File: config.mk
export PLATFORM = sky130hd
export DESIGN_NAME = irq_ctl_unit
export DESIGN_NICKNAME = d
export VERILOG_FILES = /design/src/rtl/irq_ctl_pkg.sv /design/src/rtl/irq_flag_cell.sv /design/src/rtl/irq_ctl_reg.sv /design/src/rtl/irq_read_mux.sv /design/src/rtl/irq_ctl_unit.sv
export SDC_FILE = /design/constraint.sdc
export NUM_CORES = 1
export LEC_CHECK = 0
export ABC_AREA = 1
export CAP_MARGIN = 25
export CORE_MARGIN = 1
export CORE_UTILIZATION = 42
export CTS_BUF_LIST = sky130_fd_sc_hd__clkbuf_8
export DETAILED_ROUTE_END_ITERATION = 8
export PLACE_DENSITY = 0.87
export REMOVE_ABC_BUFFERS = 1
export SYNTH_ARGS = -nofsm -noshare
export SYNTH_HDL_FRONTEND = slang
export SYNTH_SLANG_ARGS = --single-unit
File: constraint.sdc
create_clock -name clk -period 2.2 [get_ports clk]
set_clock_uncertainty 0.1 [all_clocks]
set_input_delay 0.22 -clock clk [delete_from_list [all_inputs] [get_ports clk]]
set_output_delay 0.22 -clock clk [all_outputs]
set_load 0.02 [all_outputs]
File: src/rtl/irq_ctl_pkg.sv
package irq_ctl_pkg;
   localparam int unsigned NUM_SRC     = 6;
   localparam int unsigned WORD_W      = 16;

   localparam int unsigned SRC_MCODE   = 0;
   localparam int unsigned SRC_VBLANK  = 1;
   localparam int unsigned SRC_FMTLD   = 2;
   localparam int unsigned SRC_SHUT    = 3;
   localparam int unsigned SRC_ODD     = 4;
   localparam int unsigned SRC_EVEN    = 5;

   localparam int unsigned CTL_HALT    = 0;
   localparam int unsigned CTL_STEP    = 1;
   localparam int unsigned CTL_EN_LSB  = 2;
   localparam int unsigned CTL_SYNC    = 12;
   localparam int unsigned CTL_PINSEL  = 13;
   localparam int unsigned CTL_NATIVE  = 15;

   localparam int unsigned FLG_REPEAT  = 11;

   localparam int unsigned STA_HALT    = 0;
   localparam int unsigned STA_FREEZE  = 1;
   localparam int unsigned STA_PMON    = 2;
   localparam int unsigned STA_SYNC    = 3;
   localparam int unsigned STA_MSK_LSB = 10;

   function automatic int unsigned flag_pos(input int unsigned src);
      case (src)
         SRC_MCODE:  return 13;
         SRC_VBLANK: return 14;
         SRC_FMTLD:  return 15;
         SRC_SHUT:   return 12;
         SRC_ODD:    return 10;
         default:    return 9;
      endcase
   endfunction
endpackage

File: src/rtl/irq_flag_cell.sv
module irq_flag_cell #(
   parameter bit TRACK_REPEAT = 1'b0
) (
   input  logic clk,
   input  logic rst_n,
   input  logic evt_i,
   input  logic clr_i,
   output logic flag_o,
   output logic rep_o
);
   logic flag_q;

   always_ff @(posedge clk or negedge rst_n) begin
      if (!rst_n)     flag_q <= 1'b0;
      else if (clr_i) flag_q <= evt_i;
      else            flag_q <= flag_q | evt_i;
   end
   assign flag_o = flag_q;

   generate
      if (TRACK_REPEAT) begin : g_rep
         logic rep_q;
         always_ff @(posedge clk or negedge rst_n) begin
            if (!rst_n)     rep_q <= 1'b0;
            else if (clr_i) rep_q <= 1'b0;
            else            rep_q <= rep_q | (evt_i & flag_q);
         end
         assign rep_o = rep_q;

         AST_REPEAT_NEEDS_PRIOR: assert property (@(posedge clk) disable iff (!rst_n)
            $rose(rep_o) |-> $past(flag_o && evt_i));
         AST_REPEAT_CLEARED: assert property (@(posedge clk) disable iff (!rst_n)
            clr_i |=> !rep_o);
      end else begin : g_norep
         assign rep_o = 1'b0;
      end
   endgenerate

   AST_EVT_SETS_FLAG: assert property (@(posedge clk) disable iff (!rst_n)
      evt_i |=> flag_o);
   AST_CLR_EMPTIES: assert property (@(posedge clk) disable iff (!rst_n)
      (clr_i && !evt_i) |=> !flag_o);
   AST_FLAG_HOLDS: assert property (@(posedge clk) disable iff (!rst_n)
      (!clr_i && flag_o) |=> flag_o);
endmodule

File: src/rtl/irq_ctl_reg.sv
module irq_ctl_reg
   import irq_ctl_pkg::*;
#(
   parameter int unsigned DW   = WORD_W,
   parameter int unsigned NSRC = NUM_SRC
) (
   input  logic            clk,
   input  logic            rst_n,
   input  logic            wr_i,
   input  logic [DW-1:0]   wdata_i,
   output logic            halt_o,
   output logic            step_o,
   output logic [NSRC-1:0] en_o,
   output logic            sync_dis_o,
   output logic            pin_sel_o,
   output logic            native_o
);
   localparam int unsigned EN_MSB = CTL_EN_LSB + NSRC - 1;

   logic            halt_q, step_q, sync_q, pin_q, native_q;
   logic [NSRC-1:0] en_q;
   logic            step_req;
   logic            unused_wbits;

   assign step_req     = wr_i & wdata_i[CTL_STEP] & wdata_i[CTL_HALT] & halt_q;
   assign unused_wbits = ^{wdata_i[CTL_SYNC-1:EN_MSB+1], wdata_i[CTL_NATIVE-1:CTL_PINSEL+1]};

   always_ff @(posedge clk or negedge rst_n) begin
      if (!rst_n) begin
         halt_q   <= 1'b1;
         step_q   <= 1'b0;
         en_q     <= '0;
         sync_q   <= 1'b0;
         pin_q    <= 1'b0;
         native_q <= 1'b0;
      end else begin
         step_q <= step_req;
         if (wr_i) begin
            halt_q   <= wdata_i[CTL_HALT];
            en_q     <= wdata_i[EN_MSB:CTL_EN_LSB];
            sync_q   <= wdata_i[CTL_SYNC];
            pin_q    <= wdata_i[CTL_PINSEL];
            native_q <= wdata_i[CTL_NATIVE];
         end
      end
   end

   assign halt_o     = halt_q;
   assign step_o     = step_q;
   assign en_o       = en_q;
   assign sync_dis_o = sync_q;
   assign pin_sel_o  = pin_q;
   assign native_o   = native_q;

   AST_STEP_NEEDS_HALT: assert property (@(posedge clk) disable iff (!rst_n)
      step_o |-> halt_o);
   AST_STEP_FROM_HALTED: assert property (@(posedge clk) disable iff (!rst_n)
      $rose(step_o) |-> $past(halt_o));
   AST_WRITE_LOADS_HALT: assert property (@(posedge clk) disable iff (!rst_n)
      wr_i |=> (halt_o == $past(wdata_i[CTL_HALT])));
   AST_NO_WRITE_STABLE: assert property (@(posedge clk) disable iff (!rst_n)
      !wr_i |=> ($stable(en_o) && $stable(halt_o) && $stable(native_o)));
endmodule

File: src/rtl/irq_read_mux.sv
module irq_read_mux
   import irq_ctl_pkg::*;
#(
   parameter int unsigned DW   = WORD_W,
   parameter int unsigned NSRC = NUM_SRC
) (
   input  logic            rd_flag_i,
   input  logic            rd_stat_i,
   input  logic [NSRC-1:0] flags_i,
   input  logic            repeat_i,
   input  logic [NSRC-1:0] en_i,
   input  logic            halt_i,
   input  logic            freeze_i,
   input  logic            pmon_i,
   input  logic            sync_dis_i,
   output logic [DW-1:0]   rdata_o
);
   logic [DW-1:0] flag_word, stat_word;

   always_comb begin
      flag_word = '0;
      for (int unsigned i = 0; i < NSRC; i++) begin
         flag_word[flag_pos(i)] = flags_i[i];
      end
      flag_word[FLG_REPEAT] = repeat_i;
   end

   always_comb begin
      stat_word = '0;
      stat_word[STA_HALT]   = halt_i;
      stat_word[STA_FREEZE] = freeze_i;
      stat_word[STA_PMON]   = pmon_i;
      stat_word[STA_SYNC]   = sync_dis_i;
      stat_word[STA_MSK_LSB +: NSRC] = en_i;
   end

   always_comb begin
      if (rd_flag_i)      rdata_o = flag_word;
      else if (rd_stat_i) rdata_o = stat_word;
      else                rdata_o = '0;
   end

   always_comb begin
      assert (!(rd_flag_i && rd_stat_i));
   end
endmodule

File: src/rtl/irq_ctl_unit.sv
module irq_ctl_unit
   import irq_ctl_pkg::*;
#(
   parameter int unsigned DW       = WORD_W,
   parameter int unsigned NSRC     = NUM_SRC,
   parameter int unsigned WSEL_W   = 1,
   parameter bit          IRQ_REG  = 1'b1
) (
   input  logic              clk,
   input  logic              rst_n,
   input  logic [NSRC-1:0]   evt_i,
   input  logic              wr_en_i,
   input  logic              rd_en_i,
   input  logic [WSEL_W-1:0] wsel_i,
   input  logic [DW-1:0]     wdata_i,
   output logic [DW-1:0]     rdata_o,
   input  logic              halt_pin_i,
   input  logic              freeze_i,
   input  logic              pmon_i,
   output logic              irq_n_o,
   output logic              halt_o,
   output logic              step_o,
   output logic              sync_dis_o,
   output logic              pin_sel_o,
   output logic              native_o
);
   localparam logic [WSEL_W-1:0] SEL_MAIN = WSEL_W'(0);
   localparam logic [WSEL_W-1:0] SEL_STAT = WSEL_W'(1);

   generate
      if (DW != 16) begin : g_bad_width
         $error("irq_ctl_unit: DW must be 16 for the fixed register layout");
      end
      if (NSRC != 6) begin : g_bad_src
         $error("irq_ctl_unit: NSRC must be 6");
      end
   endgenerate

   logic            wr_ctl, rd_flag, rd_stat;
   logic [NSRC-1:0] flag_vec, rep_vec, en_vec;
   logic            irq_any;

   assign wr_ctl  = wr_en_i & (wsel_i == SEL_MAIN);
   assign rd_flag = rd_en_i & (wsel_i == SEL_MAIN);
   assign rd_stat = rd_en_i & (wsel_i == SEL_STAT);

   irq_ctl_reg #(.DW(DW), .NSRC(NSRC)) u_ctl (
      .clk        (clk),
      .rst_n      (rst_n),
      .wr_i       (wr_ctl),
      .wdata_i    (wdata_i),
      .halt_o     (halt_o),
      .step_o     (step_o),
      .en_o       (en_vec),
      .sync_dis_o (sync_dis_o),
      .pin_sel_o  (pin_sel_o),
      .native_o   (native_o)
   );

   generate
      for (genvar s = 0; s < NSRC; s++) begin : g_src
         irq_flag_cell #(.TRACK_REPEAT(s == SRC_MCODE)) u_cell (
            .clk    (clk),
            .rst_n  (rst_n),
            .evt_i  (evt_i[s]),
            .clr_i  (rd_flag),
            .flag_o (flag_vec[s]),
            .rep_o  (rep_vec[s])
         );
      end
   endgenerate

   irq_read_mux #(.DW(DW), .NSRC(NSRC)) u_mux (
      .rd_flag_i  (rd_flag),
      .rd_stat_i  (rd_stat),
      .flags_i    (flag_vec),
      .repeat_i   (|rep_vec),
      .en_i       (en_vec),
      .halt_i     (halt_o | halt_pin_i),
      .freeze_i   (freeze_i),
      .pmon_i     (pmon_i),
      .sync_dis_i (sync_dis_o),
      .rdata_o    (rdata_o)
   );

   assign irq_any = |(flag_vec & en_vec);

   generate
      if (IRQ_REG) begin : g_irq_reg
         logic irq_n_q;
         always_ff @(posedge clk or negedge rst_n) begin
            if (!rst_n) irq_n_q <= 1'b1;
            else        irq_n_q <= ~irq_any;
         end
         assign irq_n_o = irq_n_q;

         AST_IRQ_HAS_CAUSE: assert property (@(posedge clk) disable iff (!rst_n)
            !irq_n_o |-> $past(|(flag_vec & en_vec)));
         AST_IRQ_QUIET: assert property (@(posedge clk) disable iff (!rst_n)
            !(|(flag_vec & en_vec)) |=> irq_n_o);
      end else begin : g_irq_comb
         assign irq_n_o = ~irq_any;
      end
   endgenerate

   AST_STATUS_READ_KEEPS: assert property (@(posedge clk) disable iff (!rst_n)
      (rd_stat && !(|evt_i)) |=> $stable(flag_vec));
endmodule

# Yosys cells after proc, flatten, opt, wreduce, memory -nomap -nowiden
# Cells that the tools add are included.
[word_totals]
ff_bits = 19
input_bits = 30
out_inout_bits = 22
elab_cells = 42
[op_classes]
n_mux = 9
n_bitwise = 18
reduce_logical = 1
[op_table]
columns = ["op", "count"]
rows = [
  ["$mux 16", 2],
  ["$or 1x1->1", 8],
  ["$and 1x1->1", 7],
  ["$mux 1", 7],
  ["$and 6x6->6", 1],
  ["$reduce_or 6->1", 1],
  ["$not 1->1", 2],
]

# Longest topological paths before layout
# Gate-level depths: netlist of run 1.
[logic_depth]
ltp_word = 5
depth_mapped = 6
mapped_depth_nobuf = 5

# By module
# Synthesis of run 1 repeated with hierarchy kept, for this count alone.
[unflattened]
cells_unflattened = 151
area_unflattened_um2 = 1059.8
[by_module_without_submodules]
columns = ["module", "n_inst", "cells_each", "area_each_um2", "seq_area_each_um2"]
rows = [
  ["irq_ctl_reg", 1, 45, 421.7, 276.5],
  ["irq_flag_cell at g_src[1].u_cell ...", 5, 7, 51.3, 25.0],
  ["irq_read_mux", 1, 37, 176.4, 0.0],
  ["irq_ctl_unit", 1, 25, 122.6, 26.3],
  ["irq_flag_cell at g_src[0].u_cell", 1, 9, 82.6, 50.0],
]

# Worst setup path after synthesis of run 1
# Ideal clock, no wire load.
[synth_timing]
kind = "register -> output"
start = "reg u_ctl.halt_q, in the netlist u_ctl.halt_o"
end = "out rdata_o[0]"
t_arrival_ns = 0.921
required_ns = 1.880
path_slack_ns = 0.959
stages_incl_launch_ff = 3
path_buffers = 0
cell_sequence = "dfstp_2 -> nor2_1 -> nor2_1"
[synth_between]
elab_chain_cells = 3
[synth_lines]
columns = ["item", "line", "rtl"]
rows = [
  ["start: declaration", "irq_ctl_reg.sv:20", "logic halt_q, step_q, sync_q, pin_q, native_q;"],
  ["start signal: assignment", "irq_ctl_reg.sv:39", "halt_q <= wdata_i[CTL_HALT];"],
  ["$or 1x1->1", "irq_ctl_unit.sv:79", ".halt_i (halt_o | halt_pin_i),"],
  ["$mux 16", "irq_read_mux.sv:39", "else if (rd_stat_i) rdata_o = stat_word;"],
  ["$mux 16", "irq_read_mux.sv:38", "if (rd_flag_i) rdata_o = flag_word;"],
  ["end: declaration", "irq_ctl_unit.sv:16", "output logic [DW-1:0] rdata_o,"],
]
# Every way passes these cells.

# Worst setup path in the final report of run 1
[layout_timing]
start = "in wsel_i"
end = "out rdata_o[13]"
[layout_between]
elab_chain_cells = 3
word_cells_on_any_way = 5
cone_classes = "mux (2); bitwise (3)"
[layout_lines]
columns = ["item", "line", "rtl"]
rows = [
  ["start: declaration", "irq_ctl_unit.sv:14", "input logic [WSEL_W-1:0] wsel_i,"],
  ["$and 1x1->1 / $not 1->1 (equally long branches)", "irq_ctl_unit.sv:45, irq_ctl_unit.sv:44", ""],
  ["$mux 16 / $and 1x1->1 (equally long branches)", "irq_read_mux.sv:39, irq_ctl_unit.sv:44", ""],
  ["$mux 16 *", "irq_read_mux.sv:38", ""],
]
# Every way passes the cells marked *; elsewhere a longest branch is shown, timed or not.

==> results.json, run 1 <==
{
  "area_growth_pct": 51.9,
  "synth_top_area_cell": "dfrtp_1",
  "numCtsBuffers": 3,
  "async_flop_share_pct": 100,
  "seq_area_frac_synth_pct": 51.6,
  "fin_nets": 186,
  "internal-power_uw": 632,
  "synth_top_area_share_pct": 45.9,
  "drt-initial-drc-count": 19,
  "num_vias": 862,
  "dr.pass1.iters": 4,
  "crit_chain": "clkdlybuf4s50_1, nand2_2, o22ai_1, clkdlybuf4s50_1",
  "cp_top_family": "buffers and inverters",
  "yosys-top-cells-count": "nand2_1 (32), inv_1 (18), dfrtp_1 (17)",
  "r2r-start": "u_ctl.en_o[1]$_DFFE_PN0P_",
  "worstSetupPathType": "input pin to output pin",
  "sw_frac_of_total_pct": 29.1,
  "dpl_cell_area_um2": 1360,
  "synthTopCellsByArea": "dfrtp_1 (46%), nand2_1 (13%), inv_1 (7.3%)",
  "status": "completed",
  "cts.path.max_buffers": 2,
  "routedWlPerCell_um": 12.1,
  "grt_start_max_net_pins": 20,
  "ys_ff_latch": 19,
  "cp_data_required_time_ns": 1.88,
  "die_area_um2": 2400,
  "ant_nets": 0,
  "cp-end-kind": "output pin",
  "finalWorstPathRequiredPeriod_ns": 2.13,
  "cts_tree": "yes",
  "r2r-end": "irq_n_o$_DFF_PN1_",
  "yosysUniqueCellTypes": 17,
  "hold_buffers": 0,
  "grt_setup_unrepaired": "false",
  "max_clock_freq_mhz": 469,
  "hp-class": "input pin to asynchronous set/reset pin",
  "io_pins": 52,
  "dp_hpwl_um": 1660,
  "wl_um": 2210,
  "ys.flop_type": "dfrtp_1",
  "n_antenna_cell": 0,
  "cts.sinks": 19,
  "cts_root_buf": "clkbuf_8",
  "cp_common_cell": "clkdlybuf4s50_1",
  "crit_end": "rdata_o[13]",
  "postSynthCellCount": 109,
  "startpoint": "wsel_i",
  "num_rows": 16,
  "syn_area_per_cell_um2": 8.49,
  "fin_area_um2": 1410,
  "reg2regPathDepth": 5,
  "layout-drive-gt1-share_pct": 12.3,
  "start_util_pct": 45.8,
  "grt_pass1_vias": 823,
  "die_h_um": 49.0,
  "antenna_found_initial": 0,
  "critical_path_arrival_ns": 1.81,
  "combPwrFrac_pct": 27.7,
  "core_area_um2": 2020,
  "drc": 0,
  "tns_ns": 0,
  "synth.cell_area_um2": 926,
  "setup_viol": 0,
  "grt_pass1_wl_um": 3680,
  "portBuffers": 41,
  "cp_max_fo": 8,
  "max_stage_delay_ns": 0.64,
  "power_density_nw_per_um2": 633,
  "reg2reg_slack_ns": 1.30,
  "fin_hold_ws_ns": 0.201,
  "clkPwrFrac_pct": 26.5,
  "sequentialPowerShare_pct": 45.7,
  "track_usage_pct": 20.5,
  "cp_slowest_cell": "clkdlybuf4s50_1",
  "clk_pin_slew_ns": 0.07,
  "yosysMostFrequentCell": "nand2_1",
  "synth-edff-count": 0,
  "drt-vias-per-instance": 4.74,
  "clock_latency_ns": 0.25,
  "p_switching_uw": 259,
  "die_w_um": 49.0,
  "path_depth": 4,
  "cts_max_level": 1,
  "start_kind": "input pin",
  "vdd.ir_drop.worst_v": 0.000357,
  "leakagePower_nw": 0.722,
  "finalMaxSlewViolations": 0,
  "gp_congestion": 0.745,
  "hold_viol": 0,
  "crit_buf_inv": 2,
  "yosys_warnings": 0,
  "grt_overflow": 0,
  "fin_crit_sh_pct": 96.9,
  "maxCapViolCount": 0
}
## layer usage
layer	vias to the layer above	part of all wire [%]	GRT usage (%)
li1	413	-	-
met1	413	44	24.4
met2	32	50	34.7
met3	4	4.7	4.67
met4	0	1.4	10.3
met5	-	0	0
## final cells by class
cell class	instances	area, um^2
clock inverters	1	3.75
multi-input cells	68	339
well taps	27	33.8
repair buffers	44	433
flip-flops and latches	19	478
inverters	20	77.6
fillers	145	616
clock buffers	3	41.3
## how the worst min path moves through the flow
stage,from,to,cells after the start
after floorplan,rst_n,g_src[0].u_cell.flag_o$_DFF_PN0_,0
after global placement,u_ctl.pin_sel_o$_DFFE_PN0P_,u_ctl.pin_sel_o$_DFFE_PN0P_,2
after detailed placement,u_ctl.native_o$_DFFE_PN0P_,u_ctl.native_o$_DFFE_PN0P_,2
after CTS,rst_n,u_ctl.en_o[5]$_DFFE_PN0P_,2
after global routing,rst_n,u_ctl.en_o[2]$_DFFE_PN0P_,2
final,rst_n,u_ctl.en_o[5]$_DFFE_PN0P_,2
## worst reg2reg max path, stage by stage (launching register included)
cell	delay (ns)
dfrtp_1	0.41
nand2_1	0.07
nand2_1	0.05
inv_1	0.04
nand2_1	0.06
nor2_1	0.10
## logic make-up (layout without fill, tap and decap cells)
logic type,after synthesis,count (layout),synth area share (%)
simple gates,45,45,20.4
buf+inv,26,68,13.6
flops,19,19,51.6
compound gates,18,18,13.9
other cells,1,5,0.405
## registers in the layout, summed over array words and instances (netlist names)
signal and cells:
u_ctl.native_o 1, g_src.u_cell.flag_o 6, irq_n_o 1, u_ctl.halt_o 1, u_ctl.en_o 6, u_ctl.pin_sel_o 1, u_ctl.sync_dis_o 1, g_src.u_cell.rep_o 1
u_ctl.step_o 1
## per-stage QoR
stage	std cells	power (mW)	util, %	worst slack (ns)
global placement	178	0.651	67.2	0.0814
global route	182	0.933	69.6	0.0128
CTS	182	0.895	69.4	0.0197
finish	182	0.891	69.6	0.0686
detailed placement	178	0.659	67.2	0.0388
floorplan	107	0.530	-	0.959
## power groups by stage
stage | logic (mW) | registers (mW) | clock network (mW)
3_3_place_gp | 0.239 | 0.412 | 0
2_1_floorplan | 0.105 | 0.425 | 0
6_report | 0.247 | 0.407 | 0.236
5_1_grt | 0.268 | 0.411 | 0.254
3_5_place_dp | 0.246 | 0.413 | 0
4_1_cts | 0.247 | 0.407 | 0.240
## timing repair
| item | CTS | global route |
|---|---|---|
| resized for setup | 0 | 1 |
| buffers inserted | 0 | 0 |
| endpoints found under the setup margin | 0 | 4 |
## placed cells by master, fill, tap and decap left out
cell type	n
conb_1	5
inv_1	19
nand2_1	31
o22ai_1	4
o21ai_2	5
dfrtp_1	17
o21ai_0	3
clkbuf_8	3
o21bai_1	6
inv_4	1
nand3_1	2
buf_4	3
dfstp_2	2
inv_2	1
nand2_4	2
nor2_1	8
nand2_2	2
clkdlybuf4s50_1	41
(Power assumes the default switching activity.)
==> run 2: changes to the inputs <==
- ABC_CLOCK_PERIOD_IN_PS: not set -> 2200
==> results of run 2 <==
No change in the layout: final DEF, timing and power equal those of run 1.
==> run 3: changes to the inputs <==
- CAP_MARGIN: 25 -> 30
- CTS_CLUSTER_DIAMETER: not set -> 120
- PLACE_DENSITY: 0.87 -> 0.95
==> run 3 against run 2 <==
- highest routed layer unchanged
- clock-buffer cell count unchanged
- utilization up 0.062 points
- sequential cell count unchanged
- via count up 0.93%
- sequential power about the same
- combinational power about the same
- final area about the same
- die area unchanged
- maximum frequency up 2.2%
- register-to-register slack about the same
- critical path type unchanged
- global-route usage up 1.3 points
==> results.json, run 3 (synthesis results as in run 1) <==
{
  "status": "completed",
  "crit_chain": "clkdlybuf4s50_1, nand2_2, o22ai_1, clkdlybuf4s50_1",
  "grt_setup_unrepaired": "false",
  "cts_tree": "yes",
  "numCtsBuffers": 3,
  "cp_max_fo": 8,
  "fin_nets": 186,
  "n_antenna_cell": 0,
  "core_area_um2": 2020,
  "num_vias": 870,
  "finalWorstPathRequiredPeriod_ns": 2.09,
  "tns_ns": 0,
  "layout_commonest_cell": "clkdlybuf4s50_1",
  "cp_common_cell": "clkdlybuf4s50_1",
  "routedWlPerCell_um": 13.2,
  "leakagePower_nw": 0.738,
  "drt-initial-drc-count": 30,
  "maxCapViolCount": 0,
  "grt_overflow": 0,
  "clock_latency_ns": 0.25,
  "track_usage_pct": 21.8,
  "antenna_found_initial": 0,
  "grt_pass1_wl_um": 3950,
  "wl_um": 2410,
  "max_stage_delay_ns": 0.62,
  "num_rows": 16,
  "mostFrequentLayoutCells": "clkdlybuf4s50_1 (39), nand2_1 (31), inv_1 (19), dfrtp_1 (17), nor2_1 (8)",
  "reg2reg_slack_ns": 1.29,
  "gp_congestion": 0.769,
  "fin_crit_sh_pct": 94.8,
  "clk_pin_slew_ns": 0.07,
  "hold_buffers": 0,
  "max_clock_freq_mhz": 479,
  "portBuffers": 41,
  "start_kind": "input pin",
  "finalMaxSlewViolations": 0,
  "dr.pass1.iters": 4,
  "worst_slack_ns": 0.114,
  "grt_pass1_vias": 889,
  "io_pins": 52,
  "worstSetupPathType": "input pin to output pin",
  "cts_root_buf": "clkbuf_8",
  "die_w_um": 49.0,
  "start_util_pct": 45.8,
  "cp-end-kind": "output pin",
  "dp_slack_ns": 0.00132,
  "reg2regPathDepth": 4,
  "setup_viol": 0,
  "r2r-start": "g_src[0].u_cell.flag_o$_DFF_PN0_",
  "hold_viol": 0,
  "die_area_um2": 2400,
  "finish.utilization_pct": 69.6,
  "hp-class": "input pin to asynchronous set/reset pin",
  "layout-drive-gt1-share_pct": 12.3,
  "die_h_um": 49.0,
  "critical_path_arrival_ns": 1.77,
  "vdd.ir_drop.worst_v": 0.000353,
  "dp_hpwl_um": 1870,
  "area_growth_pct": 52.0,
  "drt-vias-per-instance": 4.78,
  "cts_max_level": 1,
  "grt_start_max_net_pins": 20,
  "ant_nets": 0,
  "cp_slowest_cell": "clkdlybuf4s50_1",
  "cp_data_required_time_ns": 1.88,
  "power_density_nw_per_um2": 631,
  "cts.path.max_buffers": 2,
  "cts.sinks": 19,
  "drc": 0,
  "r2r-end": "g_src[0].u_cell.rep_o$_DFF_PN0_"
}
-- run 3: layout make-up --
type / instances / area [um^2]
fill: 151 / 614
sequential: 19 / 478
timing repair buffer: 44 / 434
multi-input combinational: 68 / 339
inverter: 20 / 77.6
clock buffer: 3 / 41.3
tap: 27 / 33.8
clock inverter: 1 / 3.75
-- run 3: report_power, final --
part	switching, mW	total [mW]	internal [mW]
logic	0.130	0.248	0.119
registers	0.0208	0.409	0.388
clock network	0.107	0.231	0.124
total	0.258	0.888	0.630
-- run 3: layer usage --
layer / vias up / GRT usage (%) / wire length [um]
met2: 41 / 40.7 / 1300
met4: 0 / 7.35 / 12
met1: 412 / 25.5 / 982
li1: 415 / - / -
met3: 2 / 2.80 / 112
met5: - / 0 / 0
-- run 3: per-stage QoR --
step	cells	area, um^2	power (mW)	hold slack, ns
4_1_cts	182	1400	0.899	0.208
3_5_place_dp	178	1360	0.664	0.385
2_1_floorplan	107	892	0.530	-0.176
5_1_grt	182	1410	0.931	0.221
6_report	182	1410	0.888	0.206
3_3_place_gp	178	1360	0.651	0.365
-- run 3: worst max-delay path: cells and delay by family --
family / cells / cell delay (ns)
buf+inv: 2 / 1.20
compound gates: 1 / 0.19
simple gates: 1 / 0.16
-- run 3: timing repair --
| item | in CTS | in global routing |
|---|---|---|
| buffers inserted | 0 | 0 |
| resized for setup | 1 | 2 |
| endpoints found under the setup margin | 1 | 3 |
-- run 3: worst max path at each step --
stage | from | end | slack, ns
finish | wsel_i | rdata_o[15] | 0.11
global route | rd_en_i | rdata_o[10] | 0.05
CTS | wsel_i | rdata_o[14] | 0.04
detailed placement | wsel_i | rdata_o[13] | 0.001
global placement | wsel_i | rdata_o[13] | 0.03
floorplan | u_ctl.halt_o$_DFFE_PN1P_ | rdata_o[0] | 0.96
